## config.mk

```make
export PLATFORM = sky130hd
export DESIGN_NAME = mcc_rule_eval
export DESIGN_NICKNAME = d
export VERILOG_FILES = /design/src/rtl/mcc_pkg.sv /design/src/rtl/mcc_rule_eval.sv
export SDC_FILE = /design/constraint.sdc
export NUM_CORES = 1
export LEC_CHECK = 0
export BUFFER_PORTS_ARGS = -buffer_cell sky130_fd_sc_hd__buf_2
export CAP_MARGIN = 10
export CORE_AREA = 2 2 39 41
export DETAILED_ROUTE_END_ITERATION = 8
export DIE_AREA = 0 0 41 43
export SYNTH_ARGS = -nofsm -noshare
export SYNTH_HDL_FRONTEND = slang
export SYNTH_SLANG_ARGS = --single-unit
```

## constraint.sdc

```tcl
create_clock -name vclk -period 1.8
set_input_delay 0 -clock vclk [all_inputs]
set_output_delay 0 -clock vclk [all_outputs]
set_load 0.01 [all_outputs]
```

## src/rtl/mcc_pkg.sv

```systemverilog
package mcc_pkg;

    localparam int SRC_W_DEF   = 6;
    localparam int DST_W_DEF   = 8;
    localparam int SRC_MBR_DEF = 5;
    localparam int DST_ALU_DEF = 1;
    localparam int ERR_W       = 5;

    typedef enum logic [2:0] {
        ALU_NONE = 3'd0,
        ALU_ADD  = 3'd1,
        ALU_SUB  = 3'd2,
        ALU_INC  = 3'd3,
        ALU_DEC  = 3'd4
    } alu_fn_e;

    typedef enum logic [1:0] {
        MEM_IDLE  = 2'd0,
        MEM_READ  = 2'd1,
        MEM_WRITE = 2'd2,
        MEM_WAIT  = 2'd3
    } mem_fn_e;

    // packed: last field is bit 0
    typedef struct packed {
        logic nowait;
        logic alu_nofn;
        logic alu_noin;
        logic undriven;
        logic contend;
    } rule_hits_t;

    function automatic logic alu_selected(input logic [2:0] fn);
        return fn != 3'(ALU_NONE);
    endfunction

endpackage

```

## src/rtl/mcc_rule_eval.sv

```systemverilog
module mcc_rule_eval
    import mcc_pkg::*;
#(
    parameter int SRC_W   = SRC_W_DEF,
    parameter int DST_W   = DST_W_DEF,
    parameter int SRC_MBR = SRC_MBR_DEF,
    parameter int DST_ALU = DST_ALU_DEF
) (
    input  logic [SRC_W-1:0] src_drive,
    input  logic [DST_W-1:0] dst_load,
    input  logic [2:0]       alu_fn,
    input  logic             rd_pending,
    output rule_hits_t       hits
);
    logic [SRC_W-1:0] src_less_low;
    logic             alu_reads_bus;

    always_comb begin
        src_less_low  = src_drive & (src_drive - SRC_W'(1));
        alu_reads_bus = dst_load[DST_ALU];

        hits          = '0;
        hits.contend  = |src_less_low;
        hits.undriven = (|dst_load) && !(|src_drive);
        hits.alu_noin = alu_selected(alu_fn) && !alu_reads_bus;
        hits.alu_nofn = alu_reads_bus && !alu_selected(alu_fn);
        hits.nowait   = rd_pending && src_drive[SRC_MBR];
    end
endmodule

```

Word-level counts from Yosys, hierarchy flattened:

Cells that the tools add are included.

* flip-flop bits (word level): 0
* bits of input ports: 18
* logic and storage cells: 13
* output and inout port bits: 5

* $add $sub $neg: 1
* bitwise gates (word level): 1
* reductions and logical operators: 11

Operators by type and width (count)
* $reduce_or A6 Y1: 2
* $reduce_or A8 Y1: 1
* $and A6 B6 Y6: 1
* $sub A6 B1 Y6 const B: 1
* $logic_and A1 B1 Y1: 4
* $logic_not A1 Y1: 3
* $reduce_bool A3 Y1: 1

Depth between registers and ports, before layout:

Gate-level depths: netlist (run 1).

* depth after elaboration: 3
* mapped depth: 3
* mapped depth without buffers: 3

Worst setup path after synthesis (run 1):

No wires, ideal clock.

* kind: input port to output port
* from: in src_drive[1]
* to: out hits[1] (netlist name)
* data arrival time: 0.860 ns
* cell stages on the path: 2
* required time: 1.800 ns
* path slack: 0.940 ns
* buffers on the path: 0
* cell sequence: or4_4 -> a2111oi_2

RTL lines
* start, declared: RTL line mcc_rule_eval.sv:9 `input logic [SRC_W-1:0] src_drive,`
* end, declared: RTL line mcc_rule_eval.sv:13 `output rule_hits_t hits`

==> flow_metrics.py, run 1 <==
metrics = {
    "layout": {
        "nNetsFinal": 57,
        "multiInputGateArea_um2": 95.1,
        "flops_and_latches": 0,
        "layout_commonest_cell": "buf_2",
        "clkbuf_count": 0,
        "drive_gt1_share_pct": 67.6,
        "syn_to_final_growth_pct": 142,
        "mostFrequentLayoutCells": "23 x buf_2, 2 x nor2_1, 2 x and2_1, 2 x a21oi_1, 2 x nor4_1",
        "nFillCells": 164,
        "insertedDiodeCount": 0,
        "seq_area_um2": 0,
    },
    "sta": {
        "finalCriticalPeriod_ns": 1.03,
        "maxSlewHeadroom_pct": 77.8,
        "setup_violations": 0,
        "setup_ws_ns": 0.772,
        "fmax_mhz": 973,
        "slew_violations": 0,
        "hold_viol_final": 0,
        "rsz0062_at_grt": "false",
        "fin_crit_sh_pct": 57.1,
        "tightest_slew_ns": 0.329,
        "tns_ns": 0,
        "holdWs_ns": 0.269,
    },
    "floorplan": {
        "rows": 14,
        "initial_core_util_pct": 6.87,
        "die_x_um": 41,
        "die_height_um": 43,
        "die-area_um2": 1760,
        "core_area_um2": 1380,
        "io-pin-count": 23,
    },
    "synth": {
        "synth_top_area_cell": "a2111oi_2",
        "ys_warn_count": 0,
        "ys_seq_area_share_pct": 0,
        "yosysTopAreaCellShare_pct": 15.8,
        "syn_nets": 32,
        "ys_types": 10,
        "netlist_instances": 14,
        "syn-mean-instance-area_um2": 6.79,
        "synthTopCellsByArea": "a2111oi_2 16%, and2_1 13%, nor4_1 13%, or4_4 12%, a21oi_1 11%",
        "syn_area_um2": 95.1,
    },
    "global_routing": {
        "antenna_found_initial": 0,
        "grt_pass1_wl_um": 538,
        "overflow": 0,
        "grt_pass1_vias": 161,
        "grt_usage_pct": 4.00,
        "grt_max_degree": 4,
    },
    "placement": {
        "portBuffers": 23,
        "dp_slack_ns": 0.747,
        "place_congestion": 0.521,
        "dp_hpwl_um": 394,
    },
    "route": {
        "wire_per_inst_um": 7.47,
        "drt-initial-drc-count": 0,
        "ant_nets": 0,
        "drcViolationCount": 0,
        "wirelength_um": 396,
        "vias": 204,
        "viasPerCell": 3.85,
        "dr.pass1.iters": 1,
    },
    "setup_path": {
        "arrival_ns": 1.03,
        "crit_path_start_kind": "primary input",
        "crit_type": "primary input to primary output",
        "required_ns": 1.80,
        "critPathMaxFanout": 3,
        "worst_setup_path_end_kind": "primary output",
    },
    "clock_tree": {
        "hold_buffers": 0,
        "post_cts_resize_count": 0,
        "post-cts-setup-buffers": 0,
    },
    "hold_path": {
        "hp-class": "primary input to primary output",
    },
    "run_status": {
        "outcome": "complete, no violations",
    },
    "power": {
        "cellLeakagePower_nw": 0.115,
        "p_per_area_nw_per_um2": 170,
        "ir_drop_v": 0.0000433,
    },
    "run": {
        "cap_violations": 0,
    },
}
-- cell families after synthesis --
family	share of synthesized area [%]
AO/OA/AOI/OAI	31.6
AND/OR/NAND/NOR	57.9
adder cells (fa/ha/maj)	10.5
-- per-stage QoR --
| stage | total power, mW | util, % | area, um2 | std cells |
|---|---|---|---|---|
| finish | 0.0392 | 16.6 | 230 | 53 |
| global route | 0.0458 | 16.6 | 230 | 53 |
| CTS | 0.0401 | 16.6 | 230 | 53 |
| detailed placement | 0.0400 | 16.6 | 230 | 53 |
| global placement | 0.0388 | 16.6 | 230 | 53 |
| floorplan | 0.0119 | - | 95.1 | 14 |
-- Yosys cell counts --
cell type,instances
a2111oi_2,1
nor2_1,2
nor3_1,1
o21ai_0,1
or3_1,1
or4_4,1
maj3_1,1
and2_1,2
a21oi_1,2
nor4_1,2
-- path summary, 6_finish.rpt --
check | startpoint | to | slack [ns] | depth (start not counted)
worst max-delay path | src_drive[1] | hits[0] | 0.77 | 5
worst min-delay path | dst_load[1] | hits[2] | 0.27 | 3
-- layer usage --
| layer | share of wire [%] | up-vias | track usage, % |
|---|---|---|---|
| li1 | - | 104 | - |
| met3 | 29 | 0 | 0 |
| met4 | 0 | 0 | 0 |
| met1 | 35 | 77 | 4.43 |
| met5 | 0 | - | 0 |
| met2 | 36 | 23 | 8.13 |
-- critical path: stages --
cell	delay, ns
buf_2	0.10
or4_4	0.54
a21oi_1	0.17
a21oi_1	0.08
buf_2	0.14
-- report_power, final --
group	total [mW]	leakage, nW	switching [mW]	internal (mW)
sequential	0	0	0	0
clock	0	0	0	0
combinational	0.0392	0.115	0.0167	0.0225
total	0.0392	0.115	0.0167	0.0225
-- layout make-up --
class | count | share of cell area, %
repair buffers | 23 | 50.0
multi-input cells | 14 | 41.3
well taps | 16 | 8.70
Note: power is estimated with default switching activity, not from simulation.
==> run 2, diff against run 1 <==
==> constraint.sdc (replaced) <==
create_clock -name vclk -period 1.03
set_input_delay 0 -clock vclk [all_inputs]
set_output_delay 0 -clock vclk [all_outputs]
set_load 0.01 [all_outputs]
==> run 2 against run 1 <==
  * Largest cell class unchanged
  * Sequential share of layout area stayed put
  * Total power rose by 110%
  * Setup slack got worse by 0.78 ns
  * The flow now finishes with violations (setup timing)
  * Final area increased by 16%
==> flow_metrics.py, run 2 (synthesized netlist as in run 1, its figures left out) <==
metrics = {
    "placement": {
        "place_congestion": 0.526,
        "placed_area_um2": 238,
        "portBuffers": 23,
        "dp_hpwl_um": 388,
    },
    "sta": {
        "rsz0062_at_grt": "true",
        "hold_viol_final": 0,
        "setup_ws_ns": -0.00480,
        "tns_ns": -0.00480,
        "fmax_mhz": 966,
        "setup_violations": 1,
        "fin_crit_sh_pct": 100,
        "slew_violations": 0,
        "maxSlewHeadroom_pct": 65.0,
        "finalCriticalPeriod_ns": 1.03,
        "tightest_slew_ns": 0.520,
    },
    "run_status": {
        "violations": "setup timing",
        "outcome": "complete, but fails checks",
    },
    "global_routing": {
        "grt_max_degree": 4,
        "overflow": 0,
        "grt_usage_pct": 4.00,
        "grt_pass1_wl_um": 538,
        "antenna_found_initial": 0,
        "grt_pass1_vias": 168,
    },
    "layout": {
        "seq_area_um2": 0,
        "layout_commonest_cell": "buf_2",
        "drive_gt1_share_pct": 71.1,
        "syn_to_final_growth_pct": 180,
        "mostFrequentLayoutCells": "21 x buf_2, 2 x nor2_1, 2 x and2_1, 2 x nor4_1, 2 x buf_6",
        "insertedDiodeCount": 0,
        "nFillCells": 163,
        "flops_and_latches": 0,
        "nNetsFinal": 58,
        "fin_area_um2": 267,
        "clkbuf_count": 0,
    },
    "floorplan": {
        "die_height_um": 43,
        "die_x_um": 41,
        "io-pin-count": 23,
        "core_area_um2": 1380,
        "die-area_um2": 1760,
        "initial_core_util_pct": 6.87,
        "rows": 14,
    },
    "hold_path": {
        "hold_end": "hits[2]",
        "hp-class": "primary input to primary output",
        "worstHoldStart": "dst_load[1]",
        "hold_path_depth": 3,
    },
    "setup_path": {
        "required_ns": 1.03,
        "worst_setup_path_end_kind": "primary output",
        "crit_path_start": "src_drive[1]",
        "crit_type": "primary input to primary output",
        "critPathMaxFanout": 3,
        "arrival_ns": 1.03,
        "crit_path_start_kind": "primary input",
    },
    "power": {
        "ir_drop_v": 0.0000829,
        "p_per_area_nw_per_um2": 304,
        "cellLeakagePower_nw": 0.125,
    },
    "route": {
        "ant_nets": 0,
        "dr.pass1.iters": 2,
        "wirelength_um": 471,
        "drt-initial-drc-count": 1,
        "drcViolationCount": 0,
        "wire_per_inst_um": 8.72,
        "viasPerCell": 3.94,
        "vias": 213,
    },
    "run": {
        "cap_violations": 0,
    },
    "clock_tree": {
        "hold_buffers": 0,
        "post-cts-setup-buffers": 0,
    },
}
run 2: changes by cell type in the layout (fill, tap and decap cells not counted), sizes merged:
cell and change:
buf +1
run 2: repair_timing:
item	4_1_cts	5_1_grt
gates resized for setup	0	4
endpoints found under the hold margin	0	0
setup endpoints to repair	2	2
cloned	0	0
pin swaps	0	2
run 2: power breakdown:
| group | switching, mW | internal [mW] | total (mW) |
|---|---|---|---|
| logic | 0.0335 | 0.0476 | 0.0811 |
| clock network | 0 | 0 | 0 |
| registers | 0 | 0 | 0 |
run 2: worst max-delay path by stage:
stage                         end  slack, ns  cells past startpoint
after floorplan           hits[1]       0.17                      2
after global routing      hits[1]      -0.06                      4
after global placement    hits[1]      -0.01                      4
after CTS                 hits[0]      -0.02                      5
final                     hits[1]     -0.005                      4
after detailed placement  hits[0]      -0.02                      5
run 2: metrics by stage:
stage / setup slack, ns / hold slack [ns] / util, % / total power, mW / std cells
detailed placement: -0.0186 / 0.270 / 17.2 / 0.0721 / 54
global placement: -0.0128 / 0.263 / 17.2 / 0.0713 / 54
finish: -0.00480 / 0.266 / 19.3 / 0.0811 / 54
floorplan: 0.170 / 0.0350 / - / 0.0207 / 14
CTS: -0.0179 / 0.270 / 17.2 / 0.0722 / 54
global route: -0.0593 / 0.296 / 19.3 / 0.0921 / 54
run 2: cell type report:
| cell class | instances | area (um2) | share of cell area [%] |
|---|---|---|---|
| timing repair buffer | 24 | 135 | 50.7 |
| multi-input combinational | 14 | 111 | 41.8 |
| tap | 16 | 20.0 | 7.51 |
run 2: critical path, stage by stage:
cell and delay [ns]:
buf_6 0.09, or4_4 0.56, a2111oi_4 0.20, buf_2 0.18
run 2: per-layer routing:
| layer | share of wire (%) | track usage [%] | routed length, um | up-vias |
|---|---|---|---|---|
| met5 | 0 | 0 | 0 | - |
| met4 | 0 | 0 | 0 | 0 |
| met3 | 25 | 0.524 | 117 | 0 |
| met2 | 44 | 7.81 | 207 | 23 |
| met1 | 31 | 4.43 | 146 | 83 |
| li1 | - | - | - | 107 |
